### src/rtl/ltseq_pkg.sv
package ltseq_pkg;

    typedef enum logic [3:0] {
        S_IDLE,
        S_PAT_RD,
        S_PAT_WR,
        S_COMMIT,
        S_WAIT,
        S_ST_RD,
        S_PC_RD,
        S_EVAL,
        S_DONE
    } seq_state_e;

    typedef enum logic [1:0] {
        PH_CR,
        PH_EQ,
        PH_END
    } phase_e;

    localparam int CR_TRY_MAX = 5;
    localparam int EQ_TRY_MAX = 5;

    // nibble bit positions in a lane status nibble
    localparam int NIB_CR   = 0;
    localparam int NIB_EQ   = 1;
    localparam int NIB_LOCK = 2;

    typedef struct packed {
        logic cr_lost;   // some active lane lacks CR done
        logic eq_all;    // aligned and every active lane equalized and locked
        logic stuck;     // lowest unfinished lane already at max swing
    } lane_verdict_t;

    function automatic logic [7:0] merge_pattern(input logic [7:0] old, input logic [1:0] pat);
        return {old[7:2], pat};
    endfunction

endpackage

### src/rtl/lane_eval.sv
module lane_eval
    import ltseq_pkg::*;
#(
    parameter int LANES = 4,
    localparam int LC_W = $clog2(LANES + 1)
) (
    input  logic [LANES*4-1:0] nib,
    input  logic [LC_W-1:0]    lane_cnt,
    input  logic               align,
    input  logic [LANES-1:0]   max_flag,
    output lane_verdict_t      verdict
);

    logic [LANES-1:0] cr_miss;
    logic [LANES-1:0] eq_miss;

    generate
        for (genvar i = 0; i < LANES; i++) begin : g_lane
            logic active;
            assign active     = (LC_W'(i) < lane_cnt);
            assign cr_miss[i] = active && !nib[4*i + NIB_CR];
            assign eq_miss[i] = active && !(nib[4*i + NIB_EQ] && nib[4*i + NIB_LOCK]);
        end
    endgenerate

    always_comb begin
        logic found;
        found         = 1'b0;
        verdict.stuck = 1'b0;
        for (int i = 0; i < LANES; i++) begin
            if (cr_miss[i] && !found) begin
                found         = 1'b1;
                verdict.stuck = max_flag[i];
            end
        end
        verdict.cr_lost = |cr_miss;
        verdict.eq_all  = align && !(|eq_miss);
    end

endmodule

### src/rtl/settle_timer.sv
module settle_timer #(
    parameter int CNT_W = 24
) (
    input  logic             clk,
    input  logic             rst,
    input  logic             load,
    input  logic [CNT_W-1:0] target,
    output logic             expired
);

    logic [CNT_W-1:0] cnt;

    always_ff @(posedge clk) begin
        if (rst)             cnt <= '0;
        else if (load)       cnt <= target;
        else if (cnt != '0)  cnt <= cnt - 1'b1;
    end

    assign expired = (cnt == '0);

    assert_countdown_R3: assert property (@(posedge clk) disable iff (rst)
        (!load && cnt != '0) |=> (cnt == $past(cnt) - 1'b1));

endmodule

### src/rtl/link_train_seq.sv
module link_train_seq
    import ltseq_pkg::*;
#(
    parameter int LANES = 4,
    parameter int ADDR_W = 20,
    parameter logic [ADDR_W-1:0] REG_PATTERN = 20'h00102,
    parameter logic [ADDR_W-1:0] REG_STATUS  = 20'h00202,
    parameter logic [ADDR_W-1:0] REG_PCSTAT  = 20'h0020C,
    parameter int CR_WAIT_CYC = 8,
    parameter int EQ_WAIT_CYC = 20,
    parameter int MS4_CYC = 16,
    parameter int CNT_W = 24,
    localparam int LC_W = $clog2(LANES + 1),
    localparam int NB = (LANES + 1) / 2,
    localparam int STAT_N = 2 * NB + 2,
    localparam int IDX_W = $clog2(STAT_N)
) (
    input  logic              clk,
    input  logic              rst,
    input  logic              start,
    input  logic [LC_W-1:0]   lane_cnt,
    input  logic [7:0]        rd_interval,
    input  logic              tps3_cap,
    output logic              reg_req,
    output logic              reg_wr,
    output logic [ADDR_W-1:0] reg_addr,
    output logic [7:0]        reg_wdata,
    input  logic              reg_ack,
    input  logic              reg_err,
    input  logic [7:0]        reg_rdata,
    output logic              adj_req,
    output logic              adj_pc,
    output logic [8*NB-1:0]   adj_status,
    output logic [7:0]        adj_pcstat,
    input  logic              adj_ack,
    input  logic              adj_err,
    input  logic [1:0]        adj_swing0,
    input  logic [LANES-1:0]  adj_maxsw,
    output logic [1:0]        tx_pattern,
    output logic              busy,
    output logic              done,
    output logic              pass
);

    seq_state_e        state;
    phase_e            phase;
    logic [1:0]        pat_sel;
    logic [7:0]        pat_old;
    logic [2:0]        tries;
    logic [1:0]        prev_swing, cur_swing;
    logic [LANES-1:0]  cur_maxsw;
    logic [7:0]        stat [STAT_N];
    logic [7:0]        pcstat;
    logic [IDX_W-1:0]  byte_idx;
    logic [LC_W-1:0]   lanes_q;
    logic [7:0]        rd_q;
    logic              tps3_q;
    logic              pass_q;

    // ---------------- lane judgement ----------------
    logic [8*NB-1:0] lane_bytes;
    lane_verdict_t   verdict;

    generate
        for (genvar b = 0; b < NB; b++) begin : g_lb
            assign lane_bytes[8*b +: 8]  = stat[b];
            assign adj_status[8*b +: 8]  = stat[NB + 2 + b];
        end
    endgenerate

    lane_eval #(.LANES(LANES)) u_eval (
        .nib      (lane_bytes[LANES*4-1:0]),
        .lane_cnt (lanes_q),
        .align    (stat[NB][0]),
        .max_flag (cur_maxsw),
        .verdict  (verdict)
    );

    // ---------------- settle timer ----------------
    logic             tmr_load, tmr_exp;
    logic [CNT_W-1:0] tmr_target;

    always_comb begin
        if (rd_q != 8'd0)
            tmr_target = CNT_W'(rd_q) * CNT_W'(MS4_CYC);
        else if (phase == PH_EQ)
            tmr_target = CNT_W'(EQ_WAIT_CYC);
        else
            tmr_target = CNT_W'(CR_WAIT_CYC);
    end

    assign tmr_load = (state == S_COMMIT && adj_ack && !adj_err) ||
                      (state == S_PAT_WR && reg_ack && !reg_err && phase == PH_EQ);

    settle_timer #(.CNT_W(CNT_W)) u_timer (
        .clk     (clk),
        .rst     (rst),
        .load    (tmr_load),
        .target  (tmr_target),
        .expired (tmr_exp)
    );

    // ---------------- port outputs ----------------
    logic pc_on;
    assign pc_on = (phase == PH_EQ) && (pat_sel == 2'd3);

    always_comb begin
        reg_req   = 1'b0;
        reg_wr    = 1'b0;
        reg_addr  = REG_PATTERN;
        reg_wdata = 8'h00;
        unique case (state)
            S_PAT_RD: reg_req = 1'b1;
            S_PAT_WR: begin
                reg_req   = 1'b1;
                reg_wr    = 1'b1;
                reg_wdata = merge_pattern(pat_old, pat_sel);
            end
            S_ST_RD: begin
                reg_req  = 1'b1;
                reg_addr = REG_STATUS + ADDR_W'(byte_idx);
            end
            S_PC_RD: begin
                reg_req  = 1'b1;
                reg_addr = REG_PCSTAT;
            end
            default: ;
        endcase
    end

    assign adj_req    = (state == S_COMMIT);
    assign adj_pc     = adj_req && pc_on;
    assign adj_pcstat = pcstat;
    assign busy       = (state != S_IDLE);
    assign done       = (state == S_DONE);
    assign pass       = pass_q;

    // ---------------- sequencer ----------------
    logic [2:0] cr_next, eq_next;
    assign cr_next = (cur_swing != prev_swing) ? 3'd1 : tries + 3'd1;
    assign eq_next = tries + 3'd1;

    always_ff @(posedge clk) begin
        if (rst) begin
            state      <= S_IDLE;
            phase      <= PH_CR;
            pat_sel    <= 2'd0;
            pat_old    <= 8'h00;
            tries      <= 3'd0;
            prev_swing <= 2'd0;
            cur_swing  <= 2'd0;
            cur_maxsw  <= '0;
            pcstat     <= 8'h00;
            byte_idx   <= '0;
            lanes_q    <= '0;
            rd_q       <= 8'h00;
            tps3_q     <= 1'b0;
            pass_q     <= 1'b0;
            tx_pattern <= 2'd0;
            for (int k = 0; k < STAT_N; k++) stat[k] <= 8'h00;
        end else begin
            unique case (state)
                S_IDLE: if (start) begin
                    for (int k = 0; k < STAT_N; k++) stat[k] <= 8'h00;
                    pcstat     <= 8'h00;
                    tries      <= 3'd0;
                    prev_swing <= 2'd0;
                    cur_swing  <= 2'd0;
                    cur_maxsw  <= '0;
                    lanes_q    <= lane_cnt;
                    rd_q       <= rd_interval;
                    tps3_q     <= tps3_cap;
                    pass_q     <= 1'b0;
                    phase      <= PH_CR;
                    pat_sel    <= 2'd1;
                    tx_pattern <= 2'd1;
                    state      <= S_PAT_RD;
                end
                S_PAT_RD: if (reg_ack) begin
                    if (reg_err) begin
                        if (phase == PH_END) state <= S_DONE;
                        else begin
                            phase <= PH_END; pat_sel <= 2'd0; tx_pattern <= 2'd0; state <= S_PAT_RD;
                        end
                    end else begin
                        pat_old <= reg_rdata;
                        state   <= S_PAT_WR;
                    end
                end
                S_PAT_WR: if (reg_ack) begin
                    if (phase == PH_END) state <= S_DONE;
                    else if (reg_err) begin
                        phase <= PH_END; pat_sel <= 2'd0; tx_pattern <= 2'd0; state <= S_PAT_RD;
                    end else if (phase == PH_CR) state <= S_COMMIT;
                    else state <= S_WAIT;
                end
                S_COMMIT: if (adj_ack) begin
                    if (adj_err) begin
                        phase <= PH_END; pat_sel <= 2'd0; tx_pattern <= 2'd0; state <= S_PAT_RD;
                    end else begin
                        cur_swing <= adj_swing0;
                        cur_maxsw <= adj_maxsw;
                        state     <= S_WAIT;
                    end
                end
                S_WAIT: if (tmr_exp) begin
                    byte_idx <= '0;
                    state    <= S_ST_RD;
                end
                S_ST_RD: if (reg_ack) begin
                    if (reg_err) begin
                        phase <= PH_END; pat_sel <= 2'd0; tx_pattern <= 2'd0; state <= S_PAT_RD;
                    end else begin
                        stat[byte_idx] <= reg_rdata;
                        if (byte_idx == IDX_W'(STAT_N - 1)) state <= pc_on ? S_PC_RD : S_EVAL;
                        else byte_idx <= byte_idx + 1'b1;
                    end
                end
                S_PC_RD: if (reg_ack) begin
                    pcstat <= reg_err ? 8'h00 : reg_rdata;
                    state  <= S_EVAL;
                end
                S_EVAL: begin
                    if (phase == PH_CR) begin
                        if (!verdict.cr_lost) begin
                            phase      <= PH_EQ;
                            pat_sel    <= tps3_q ? 2'd3 : 2'd2;
                            tx_pattern <= tps3_q ? 2'd3 : 2'd2;
                            tries      <= 3'd0;
                            state      <= S_PAT_RD;
                        end else if (verdict.stuck || cr_next >= 3'(CR_TRY_MAX)) begin
                            phase <= PH_END; pat_sel <= 2'd0; tx_pattern <= 2'd0; state <= S_PAT_RD;
                        end else begin
                            prev_swing <= cur_swing;
                            tries      <= cr_next;
                            state      <= S_COMMIT;
                        end
                    end else begin
                        if (verdict.eq_all || verdict.cr_lost || eq_next > 3'(EQ_TRY_MAX)) begin
                            pass_q <= verdict.eq_all;
                            phase <= PH_END; pat_sel <= 2'd0; tx_pattern <= 2'd0; state <= S_PAT_RD;
                        end else begin
                            tries <= eq_next;
                            state <= S_COMMIT;
                        end
                    end
                end
                S_DONE:  state <= S_IDLE;
                default: state <= S_IDLE;
            endcase
        end
    end

    // ---------------- assertions ----------------
    assert_hold_req_R2: assert property (@(posedge clk) disable iff (rst)
        (reg_req && !reg_ack) |=> (reg_req && $stable(reg_addr) && $stable(reg_wr)));

    assert_ports_exclusive_R2: assert property (@(posedge clk) disable iff (rst)
        !(reg_req && adj_req));

    assert_pc_needs_p3_R7: assert property (@(posedge clk) disable iff (rst)
        adj_pc |-> (tx_pattern == 2'd3));

    assert_cr_tries_R6: assert property (@(posedge clk) disable iff (rst)
        (phase == PH_CR) |-> (tries < 3'(CR_TRY_MAX)));

    assert_eq_tries_R10: assert property (@(posedge clk) disable iff (rst)
        (phase == PH_EQ) |-> (tries <= 3'(EQ_TRY_MAX)));

    assert_done_idle_pattern_R12: assert property (@(posedge clk) disable iff (rst)
        done |-> (tx_pattern == 2'd0 && !reg_req && !adj_req));

endmodule

### config.mk
export PLATFORM = sky130hd
export DESIGN_NAME = link_train_seq
export DESIGN_NICKNAME = d
export VERILOG_FILES = /design/src/rtl/ltseq_pkg.sv /design/src/rtl/lane_eval.sv /design/src/rtl/settle_timer.sv /design/src/rtl/link_train_seq.sv
export SDC_FILE = /design/constraint.sdc
export NUM_CORES = 1
export LEC_CHECK = 0
export ABC_CLOCK_PERIOD_IN_PS = 7150
export BUFFER_PORTS_ARGS = -buffer_cell sky130_fd_sc_hd__buf_4
export CORE_ASPECT_RATIO = 1.1
export CORE_MARGIN = 3
export CORE_UTILIZATION = 40
export CTS_BUF_LIST = sky130_fd_sc_hd__clkbuf_4
export DETAILED_ROUTE_END_ITERATION = 12
export HOLD_SLACK_MARGIN = 0.15
export SLEW_MARGIN = 0
export SYNTH_ARGS = -nofsm -noshare
export SYNTH_HDL_FRONTEND = slang
export SYNTH_HIERARCHICAL = 1
export SYNTH_SLANG_ARGS = --single-unit
### constraint.sdc
create_clock -name clk -period 7.15 [get_ports clk]
set_input_delay 0 -clock clk [delete_from_list [all_inputs] [get_ports clk]]
set_output_delay 0 -clock clk [all_outputs]
set_load 0.05 [all_outputs]
## After elaboration in Yosys (flattened, before gate mapping)

Memories as Yosys holds them, arrays and structs flattened.
Index checks and enable logic that the tools add are counted.

- Bits in writable memories: 48
- Flip-flop bits (word level): 77
- Input bits: 33
- Memories: 1
- Word-level logic and storage cells: 261
- Output and inout bits: 61

- Bitwise gates (word level): 7
- Order comparisons: 6
- Equality and inequality tests: 37
- Multiplexer cells: 123
- Reduce and logical (&&, ||, !) cells: 67
- Add/subtract/negate cells: 4

Memories:

| memory | depth | width | rd ports | clocked after memory_dff | write ports | RTL line | RTL |
|---|---|---|---|---|---|---|---|
| stat | 6 | 8 | 5 | 0 | 6 | link_train_seq.sv:52 | `logic [7:0] stat [STAT_N];` |

Operators by type and width:

| cell | count |
|---|---|
| $mux 8 | 11 |
| $mux 2 | 40 |
| $mux 4 | 16 |
| $mux 24 | 2 |
| $mux 3 | 14 |
| $pmux 2 s6 | 3 |
| $ne 2x2->1 const B | 17 |
| $pmux 4 s8 | 1 |
| $mux 1 | 26 |
| $logic_not 24->1 | 1 |
| $reduce_bool 24->1 | 1 |
| $sub 24x1->24 const B | 1 |
| $logic_and 1x1->1 | 23 |
| $pmux 11 s2 | 1 |
| $eq 4x3->1 const B | 4 |
| $pmux 8 s2 | 1 |
| $logic_not 1->1 | 14 |
| $mux 12 | 1 |
| $pmux 3 s2 | 2 |
| $reduce_and 12->1 | 1 |
| $reduce_and 4->1 | 3 |
| $reduce_or 4->1 | 3 |
| $add 10x3->11 const A | 1 |
| $reduce_and 5->1 | 2 |
| other kinds (32) | 55 |

## Depth between registers and ports, before layout

Gate-level depths: netlist of run 1.
An unclocked memory read counts as a cell.

- Depth in word-level cells: 18
- Gate-level depth with buffers: 11
- Depth with buffers taken out: 9

## Modules after synthesis

Netlist of run 1, hierarchy kept.

By module, submodules not included:

| module | instances | cells each | seq. area each (um2) | area an instance (um2) |
|---|---|---|---|---|
| link_train_seq | 1 | 452 | 1,951.9 | 4,107.7 |
| settle_timer | 1 | 161 | 480.5 | 1,310.0 |
| lane_eval | 1 | 26 | 0.0 | 133.9 |

## Least setup slack after synthesis of run 1

OpenSTA, ideal clock, no wires.

- Kind: reg-to-reg
- From: reg state[0]
- To: reg u_timer.cnt[8]
- Arrival time: 2,755 ps
- Setup time: 95 ps
- Buffers on the path: 5
- Slack: 4,300 ps
- Cell stages (with the launch flop): 10
- Path through: dfxtp_1 -> buf_4 -> clkbuf_1 -> nor4b_1 -> clkbuf_1 -> a32o_1 -> clkbuf_1 -> clkbuf_1 -> nor2_1 -> a221oi_1

- Cells in the longest elaborated chain, start to end: 6
- Elaborated cells on any way between the ends: 10
- Classes of those cells: eq/ne: 2; mux: 1; reduce/logical: 7

Ends and longest elaborated chain:

| item | RTL line | RTL |
|---|---|---|
| from (decl) | link_train_seq.sv:45 | `seq_state_e state;` |
| from (signal assigned) | link_train_seq.sv:215 | `if (byte_idx == IDX_W'(STAT_N - 1)) state <= pc_on ? S_PC_RD : S_EVAL;` |
| $eq 4x2->1 | link_train_seq.sv:93 | `(state == S_PAT_WR && reg_ack && !reg_err && phase == PH_EQ);` |
| $logic_and 1x1->1 (3 in a row) | link_train_seq.sv:93 |  |
| $logic_or 1x1->1 * | link_train_seq.sv:92 | `assign tmr_load = (state == S_COMMIT && adj_ack && !adj_err) \|\|` |
| net tmr_load | link_train_seq.sv:80 | `logic tmr_load, tmr_exp;` |
| $mux 24 or $reduce_bool 2->1 (tied branches) | -- |  |
| to (signal assigned) | settle_timer.sv:15 | `else if (load) cnt <= target;` |
| to (signal assigned) | settle_timer.sv:16 | `else if (cnt != '0) cnt <= cnt - 1'b1;` |
| to (decl) | settle_timer.sv:11 | `logic [CNT_W-1:0] cnt;` |

The timed path passes the listed nets; every way through them passes the cells marked *.
A chain may end at the register's enable or synchronous reset.

## Worst setup path after layout of run 1

- From: reg state[1]
- To: reg u_timer.cnt[11]

Same word-level chain as after synthesis.

==> results, run 1 <==
- The final cycle utilization of the critical path is 0.5184.
- The worst hold margin is 0.2933 ns.
- In this run the tool buffered the top-level ports with 79 buffer cells.
- STA classifies the critical path endpoint as a register.
- The largest net degree at the start of global routing is 66.
- The transition time at the pin with the least slew margin is between 1 and 1.5 ns.
- In the final routed layout, each cell accounts on average for between 15 and 20 um.
- Relative to the synthesized area, the layout overhead comes to 25.50%.
- Global routing finished with a remaining overflow of 0.
- Synthesis produced a netlist whose cell count is around 630.
- Clock tree synthesis inserted a total of 9 buffers.
- The standard cell core area is ~13000 um2.
- The final antenna-violating net count is 0.
- The static leakage is 2.715 nW.
- The maximum level of the CTS H-tree is 3.
- In this run the power density over the cells is between 200 and 300 nW/um2.
- The top-level I/O count is 94.
- The tree is rooted in a clkbuf_4.
- The relative contribution of combinational cells to total power is 0.416.
- The worst vdd rail ir drop is 0.1349 mV.
- The switching power of the nets is between 700 and 800 uW.
- Dividing the detail-routed via count by the number of cells gives about 5.4.
- The placed wire-length estimate is between 10 and 15 mm.
- The maximum clock insertion buffer count is 2.
- After detailed routing, the number of remaining DRC violations is 0.
- Setup violations remaining at the end of the flow were counted as 0.
- Measured against its own limit, the worst slew margin works out to 0.3081.
- Once the clock tree was built, the setup fixing pass inserted 0 buffers.
- The class of the worst hold path is primary input to register.
- The post-route clock skew is 0.03161 ns.
- The detailed router placed a little under 5000 vias in this run.
- The final total negative setup slack is 0 ns.
- Yosys printed 6 warnings.
- The worst setup path is launched from a register.
- The full die area is ~15000 um2.
- The overall power of the completed layout is around 1.8 mW.
- The first-pass GRT wire length is roughly 24 mm.
- In this run the mean area of a mapped cell was about 8.6 um2.
- The number of global-route vias before repair is around 4800.
- The final number of hold-violating endpoints is 0.
- After floorplanning, the core was divided into between 40 and 50 placement rows.
- The slack of the critical path is about 3.4 ns.
- The share of the core filled with cells is 0.5255.
- Summed over all layers, the routed wires come to around 15 mm.
- The startpoint identified for the worst hold timing path is adj_ack.
- Setup repair after global routing left no endpoint under its margin.
- The floorplan step set the die height to about 130 um.
- The starting density of the core is 0.4187.
- In the final design database the tool counted between 800 and 900 nets.
- The share of total power dissipated in the clock network is 0.164.
- The number of antenna cells inserted is 0.
- The initial antenna violation count came to 0.
- The synthesized cell area is about 5400 um2.
- For this design, the sink count on the clock tree is around 100.
- The count of TritonRoute iterations in the first routing pass is 5.
- The clock edge transition at the registers on the reported setup and hold paths is around 0.19 ns.
- At the worst endpoint, the arrival time is about 4.1 ns.
- The die span in x is between 100 and 150 um.
- The clock reaches the later pin of the worst-skew pair after slightly below 0.5 ns.
- Subtracting the final worst setup slack from the clock period gives 3.707 ns.
- The achievable frequency is ~0.27 GHz.
- The number of max-slew violations in the final report is 0.
- The first routing iteration left between 300 and 400 violations.
- Of all nets on the critical path, the largest fanout is 25.
- The run finished with clean final reports.
- Of the total power, the share spent switching nets is 0.4269.
- In the final layout, the share of cells above drive strength 1 is 0.1442.
- The worst setup path startpoint is state[1].
- In the global route stage, overall resource usage came out at 0.2040.
- In this run the critical register-to-register path is launched from state[1].
- Cell internal power was estimated by the tool at ~1.0 mW.
- Of the total power, registers draw 0.420.
- The data required time of the worst path is between 7 and 8 ns.
- The routability congestion estimate is just under 0.9.
- At the placement stage, the worst setup path has a slack of about 3.6 ns.
- The CTS tree is yes.
- The category of the most critical setup path is register to register.
- The tool flagged a number of max-cap violations equal to 0.
==> through the flow <==
step	std cells	cell area [um2]
3_3_place_gp	840	6010
3_5_place_dp	840	6010
2_1_floorplan	658	5508
6_report	920	6785
4_1_cts	920	6785
5_1_grt	920	6785
==> what timing repair did <==
item	in CTS	in global routing
resized for setup	0	0
hold buffers	64	0
endpoints found under the setup margin	0	0
hold endpoints to repair	81	0
==> sequential cells by signal (all words and copies together) (netlist names), 2 cells and up <==
name,cells
prev_swing,2
cur_swing,2
lanes_q,3
state,4
adj_pcstat,8
phase,2
pat_old,6
tries,3
rd_q,8
u_timer/cnt,24
stat,29
byte_idx,3
cur_maxsw,4
==> worst paths after layout <==
| path | endpoint | slack [ns] | cells past startpoint |
|---|---|---|---|
| worst max register to register | u_timer/cnt[11] | 3.44 | 4 |
| worst min register to register | adj_pcstat[6] | 0.47 | 2 |
| worst max-delay path | u_timer/cnt[11] | 3.44 | 4 |
| worst min-delay path | state[2] | 0.29 | 6 |
==> critical path, cell delays in order (launching register included) <==
cell and delay (ns):
dfxtp_1 0.84, nor4b_2 0.90, a32o_1 0.77, nor2b_1 0.85
a221o_1 0.26
==> layout by cell type, fill, tap and decap left out, drive strengths merged, types with 4 or more instances in the layout <==
cell	n
nand2b	10
inv	18
nor4	8
ha	10
o21ai	23
nand4	7
mux2i	6
nor2b	12
clkbuf	9
nor3	23
edfxtp	29
or4	4
xnor2	7
a21oi	56
dfxtp	72
nand3	34
nand2	92
and2	40
dlygate4sd3	64
or3	15
nor3b	7
nor4b	4
nor2	31
and3	6
buf	79
xor2	14
conb	28
==> area by class of cell <==
type / instances / area [um2]
multi-input combinational: 489 / 2855
clock inverter: 7 / 67.56
inverter: 14 / 52.55
timing repair buffer: 143 / 1234
tap: 157 / 196.4
clock buffer: 9 / 67.56
sequential: 101 / 2312
fill: 1204 / 6127
==> power groups by stage <==
stage,combinational (mW),sequential [mW],clock (mW)
floorplan,0.528,0.800,0
global placement,0.707,0.771,0
detailed placement,0.717,0.777,0
CTS,0.753,0.764,0.305
global route,0.836,0.779,0.325
finish,0.758,0.766,0.299
==> routing by layer <==
layer,share of wire,track usage,wire (um)
met1,0.41,0.2501,6156
met2,0.52,0.3522,7821
met3,0.045,0.05005,673
met4,0.019,0.06005,279
met5,0,0,0
(Power assumes the default switching activity.)
==> run 2: changes to the inputs <==
ABC_CLOCK_PERIOD_IN_PS = 3000   (was 7150)
clock period = 3 ns   (was 7.15 ns; I/O delays follow)
==> results, run 2 (same netlist as run 1, synthesis figures left out) <==
- In the layout the commonest cells are 97 x buf_4, 92 x nand2_1, 72 x dfxtp_1, 55 x a21oi_1.
- The growth of design area from synthesis to finish is 23.47%.
- The start point of the worst hold path is adj_ack.
- The CTS tree is yes.
- The largest net degree at the start of global routing is 47.
- The post-route clock skew is between 0.03 and 0.04 ns.
- The die span in x is around 120 um.
- The initial antenna violation count is 0.
- The routed length per placed instance is around 16 um.
- The routing usage on met3 is 0.03824.
- The tightest min-delay check is of the primary input to register type.
- The destination of the worst register-to-register timing path is state[3].
- The height of the chip is between 100 and 150 um.
- The first-pass GRT wire length is roughly 24 mm.
- The sort of element at the end of the critical path is a register.
- The detail-routed via count per cell is between 5 and 6.
- The clock root buffer is clkbuf_4.
- The sequential cells in the finished layout cover a total of around 2300 um2.
- For the pin with the worst max-slew slack, the measured transition is between 0.7 and 0.8 ns.
- The number of buffers created by CTS is 9.
- The later pin in the worst-skew pair is clocked with a latency of 0.49 ns.
- The clock edge transition at the registers on the reported setup and hold paths is between 0.15 and 0.2 ns.
- The total overflow left after global routing is 0.
- The analysis attributes to net switching a power of around 1.8 mW.
- In this run the register-to-register setup slack is 0.23 ns.
- The power density of the placed cells is between 600 and 700 nW/um2.
- The internal power of the cells totals 2.513 mW.
- STA classifies the critical path startpoint as a register.
- Of the total power, the clock network draws 0.161.
- The routability congestion estimate is between 0.8 and 0.9.
- The layout has around 1200 filler cells.
- After clock tree synthesis, the repair step resized 0 gates.
- The switching part of the total is 0.4237.
- The worst-case hold path end point is u_timer/cnt[0].
- At the worst endpoint, the arrival time is roughly 3.2 ns.
- IR analysis of the VDD net gives a maximum drop of ~0.32 mV.
- The number of placement rows is between 40 and 50.
- The number of global-route vias before repair was a little under 5000.
- The final setup violation count is 0.
- The leading cell type in the layout, fill and taps excluded is buf_4.
- The final number of hold-violating endpoints is 0.
- The placed wire-length estimate is around 10 mm.
- The number of max-slew violations in the final report came to 0.
- The detail route stage leaves a number of antenna-violating nets equal to 0.
- The worst setup slack before clock tree synthesis is just under 0.3 ns.
- In the final layout, the registers with the most flip-flops are stat (29), u_timer/cnt (24).
- Max-cap violations in this run came to 0.
- The routed design could run at a clock period as short as around 2.8 ns.
- The met2 routing resource usage after global routing is 0.3699.
- The part of the power in registers is 0.411.
- The top-level I/O count is 94.
- The number of placed instances, taps included, is 858.
- The die covers ~15000 um2.
- After floorplanning, the core was sized to cover ~13000 um2.
- Final hold analysis gives a worst-case slack of 0.2850 ns.
- The achievable frequency is around 0.36 GHz.
- The startpoint identified for the worst register-to-register timing path is u_timer/cnt[12].
- The final non-filler cell total is between 900 and 1000.
- The share of the core filled with cells is 0.5170.
- In the finished design, the share of the clock period the worst path needs comes to 0.9222.
- The ratio of cells with drive above 1 in the final layout is 0.1678.
- The data required time of the worst path is ~3.4 ns.
- The relative contribution of combinational cells to total power is 0.428.
- The largest fanout of any net on the critical path is 5.
- The number of antenna cells inserted is 0.
- The clock passes through at most 2 buffers.
- The slack of the critical path is between 0.2 and 0.25 ns.
- The final total negative setup slack is 0 ns.
- The met1 demand-to-capacity share in global routing is 0.2394.
- Hold repair after CTS inserted 40 buffers.
- The static leakage is roughly 2.7 nW.
- The worst pin sits at a relative slew slack of 0.4810.
- Across every metal layer, demand over resource in global routing totals 0.2025.
- The global routing stage identified its most utilized layer as met2.
- The initial utilization of the core area, before any placement, comes to 0.4187.
- The first detailed-routing pass ran for 5 iterations.
- For the worst flop-to-flop path, the logic depth is 8.
- The detailed router placed around 4800 vias in this run.
- The total of buffers placed on input and output ports is ~80.
- The H-tree generated during clock tree synthesis spans 3 levels.
- The final routed DRC violation total is 0.
- The routed wire length is between 10 and 15 mm.
- More flip-flops sit in one register than any other, and that register is stat.
- After the last flow step, the layout net total stands at approximately 800.
- The run finished with clean final reports.
- The flip-flop count of the largest register after layout is 29.
- The initial DRC count is between 200 and 300.
- In the final layout, the multi-input gates occupy ~2900 um2.
- Setup repair after global routing left no endpoint under its margin.
- The category of the most critical setup path is register to register.
- The worst hold path was traced through 5 stages.
- In this run the post-CTS setup repair buffer count came out at 0.
- For this design, the sink count on the clock tree is between 100 and 150.
run 2: worst max-delay path, stage by stage (launching register included):
cell	delay, ns
dfxtp_1	0.38
or4_1	0.61
nor3_2	0.36
and3_1	0.29
mux2i_1	0.09
a32oi_1	0.23
nand3_1	0.14
or3_4	0.38
nor4b_2	0.25
run 2: power by group through the flow:
| stage | logic, mW | registers (mW) | clock network, mW |
|---|---|---|---|
| after floorplan | 1.26 | 1.91 | 0 |
| after global placement | 1.78 | 1.81 | 0 |
| after detailed placement | 1.82 | 1.82 | 0 |
| after CTS | 1.87 | 1.79 | 0.729 |
| after global routing | 2.05 | 1.82 | 0.778 |
| final | 1.87 | 1.79 | 0.702 |
run 2: how the worst max path moves through the flow:
stage	start	end	slack, ns	depth (start not counted)
finish	u_timer/cnt[12]	state[3]	0.23	8
global placement	u_timer/cnt[12]	state[3]	0.35	8
detailed placement	u_timer/cnt[12]	state[3]	0.29	8
global route	u_timer/cnt[12]	state[3]	0.10	8
CTS	u_timer/cnt[12]	state[3]	0.27	8
floorplan	state[0]	u_timer/cnt[8]	0.15	9
run 2: area by class of cell:
| class | count | share of cell area |
|---|---|---|
| multi-input cells | 489 | 0.4277 |
| flip-flops and latches | 101 | 0.3464 |
| repair buffers | 137 | 0.1691 |
| well taps | 157 | 0.02943 |
| clock buffers | 9 | 0.01012 |
| clock inverters | 7 | 0.009372 |
| inverters | 14 | 0.007873 |
run 2: metal layers:
metal | up-vias | wire length (um)
met1 | 2278 | 6084
met5 | - | 0
met4 | 0 | 121
met3 | 10 | 648
met2 | 97 | 7884
li1 | 2421 | -
run 2: through the flow:
step	power [mW]	instance area, um2
3_3_place_gp	3.592	6145
5_1_grt	4.645	6675
2_1_floorplan	3.165	5508
4_1_cts	4.385	6675
3_5_place_dp	3.636	6145
6_report	4.360	6675
==> run 3: changes to the inputs <==
RECOVER_POWER = 50   (was unset)
==> results, run 3 (same netlist as run 1, synthesis figures left out) <==
- The flow ran to the end, and the final reports show no timing, DRC or antenna violations.
- The endpoint identified for the worst register-to-register timing path is state[3].
- The total of buffers placed on input and output ports is 79.
- The H-tree was split into 3 levels.
- The die span in x is 116.9 um.
- Global routing finished with a remaining overflow of 0.
- The transition time at the pin with the least slew margin is between 0.7 and 0.8 ns.
- Traced cell by cell, the critical path runs through or4_1 > nor3_2 > and3_1 > mux2i_1 > a32oi_1 > nand3_1 > or3_4 > nor4b_2.
- The number of placement rows is 43.
- The worst setup path startpoint is u_timer/cnt[12].
- The area of the multi-input gates is approximately 2900 um2.
- For this run, design rule violations remaining after detail routing come to 0.
- VDD sags by at most approximately 0.3 mV.
- The type of element launching the critical path is a register.
- The delay of the slowest cell on the worst path is 0.61 ns.
- The maximum clock insertion buffer count is 2.
- The register cell area after layout is around 2300 um2.
- The initial antenna violation count is 0.
- The detail-routed via count per cell is roughly 5.2.
- The tightest min-delay check is of the primary input to register type.
- The final number of hold-violating endpoints was 0.
- The ratio of cells with drive above 1 in the final layout is 0.1215.
- The flip-flop count of the largest register after layout is 29.
- The final non-filler cell total is 914.
- In the layout the commonest cells are 92 x nand2_1, 72 x dfxtp_1, 62 x buf_4, 55 x a21oi_1, 40 x dlygate4sd3_1.
- Setup repair after global routing left no endpoint under its margin.
- The power density of the placed cells is 658.6 nW/um2.
- The total of max-cap violations is 0.
- The number of antenna diodes in the final layout is 0.
- The largest registers in the layout are stat (29), u_timer/cnt (24).
- Detailed placement finished with a half-perimeter wire length of 10.48 mm.
- The post-route clock skew is slightly above 0.03 ns.
- The final setup violation count is 0.
- The number of max-slew violations in the final report is 0.
- Along the worst path, the maximum fanout reaches 5.
- Measured against its own limit, the worst slew margin works out to 0.4727.
- The total number of clock tree sinks is 101.
- In this run the worst setup path terminates at state[3].
- The routed length per placed instance is 16.08 um.
- Summed over all cells, the static leakage comes to 2.506 nW.
- Gates resized during post-CTS repair numbered 0.
- The number of global-route vias before repair is approximately 4900.
- The clock period minus worst slack is 2.773 ns.
- The depth of the worst register-to-register path is 8.
- Routability-driven placement finished with a final weighted congestion of around 0.86.
- The worst path arrival time is 3.19 ns.
- The initial DRC count is roughly 260.
- The final total negative setup slack is 0 ns.
- The number of buffers added to fix hold violations after cts is 40.
- The count of nets left with antenna violations once routing finished came out at 0.
- The clock reaches the later pin of the worst-skew pair after 0.49 ns.
- Timing would allow up to approximately 0.36 GHz.
- The number of placed cells counting well taps is 858.
- The clock root buffer is clkbuf_4.
- The top-level I/O count is 94.
- The die is 127.9 um tall.
- The routed layout has roughly 4800 vias.
- The CTS tree is yes.
- The leading cell type in the layout, fill and taps excluded is nand2_1.
- The full die area is ~15000 um2.
- The final-stage net count is about 800.
- The standard cell with the maximum stage delay on the critical path is or4_1.
- The first-pass GRT wire length is 23.93 mm.
- The number of clock buffers added by TritonCTS is 9.
- Ranked by flip-flop count, first place goes to stat.
- For this configuration, the core starts out at a cell density of 0.4187.
- The layout has about 1300 filler cells.
- The routed wire length is 14.70 mm.
- The sort of element at the end of the critical path is a register.
- After clock tree synthesis, the clock-pin slew on the worst setup and hold paths is about 0.18 ns.
- Once the clock tree was built, the setup fixing pass inserted 0 buffers.
- For the worst setup path, the data required time is 3.42 ns.
- Across every metal layer, demand over resource in global routing totals 0.2025.
- Dividing the final minimum period by the clock period gives 0.9245.
- Entering global routing, the biggest net connects 47 pins.
- The area growth from synthesis to layout is 21.04%.
- The count of TritonRoute iterations in the first routing pass is 5.
- The startpoint identified for the worst register-to-register timing path is u_timer/cnt[12].
- The reg2reg setup slack is ~0.23 ns.
- The category of the most critical setup path is register to register.
- The standard cell core area is approximately 13000 um2.
## run 3: cell types whose count changed in the layout (fill, tap and decap cells not counted), sizes merged
cell and change:
buf -35, clkbuf +35
## run 3: worst min-delay path by stage
stage	from	endpoint	cells past startpoint
after global routing	lane_cnt[1]	lanes_q[1]	4
after floorplan	tps3_cap	tps3_q	2
final	adj_ack	u_timer/cnt[0]	5
after CTS	adj_ack	u_timer/cnt[0]	5
after global placement	rd_interval[7]	rd_q[7]	3
after detailed placement	rd_interval[2]	rd_q[2]	3
## run 3: final cells by class
| class | instances | area share |
|---|---|---|
| flip-flops and latches | 101 | 0.3533 |
| clock inverters | 7 | 0.009560 |
| repair buffers | 137 | 0.1524 |
| multi-input cells | 489 | 0.4363 |
| clock buffers | 9 | 0.01033 |
| inverters | 14 | 0.008031 |
| well taps | 157 | 0.03002 |
## run 3: critical path, delay by kind of cell (launching register included)
kind | cells | cell delay (ns)
compound gates | 1 | 0.23
flops | 1 | 0.38
mux | 1 | 0.09
simple gates | 6 | 2.03
## run 3: routing by layer
metal,vias to the layer above,global-route usage,wire (um)
met5,-,0,0
met4,0,0.05466,154
met3,12,0.03824,628
met2,87,0.3699,7765
met1,2269,0.2394,6150
li1,2418,-,-
## run 3: stage by stage
stage               instance area [um2]  power [mW]  utilization  hold slack [ns]  worst slack (ns)
CTS                                6675       4.385       0.5170           0.2520            0.2690
floorplan                          5508       3.165            -           0.1360            0.1500
global route                       6544       4.590       0.5068           0.2956            0.1043
finish                             6544       4.309       0.5068           0.2882            0.2265
global placement                   6145       3.592       0.4759           0.2540            0.3488
detailed placement                 6145       3.636       0.4759           0.2657            0.2905
## run 3: power by group
group          switching (mW)  total (mW)  internal [mW]
registers               0.177        1.79           1.61
logic                    1.16        1.82          0.655
clock network           0.511       0.702          0.191
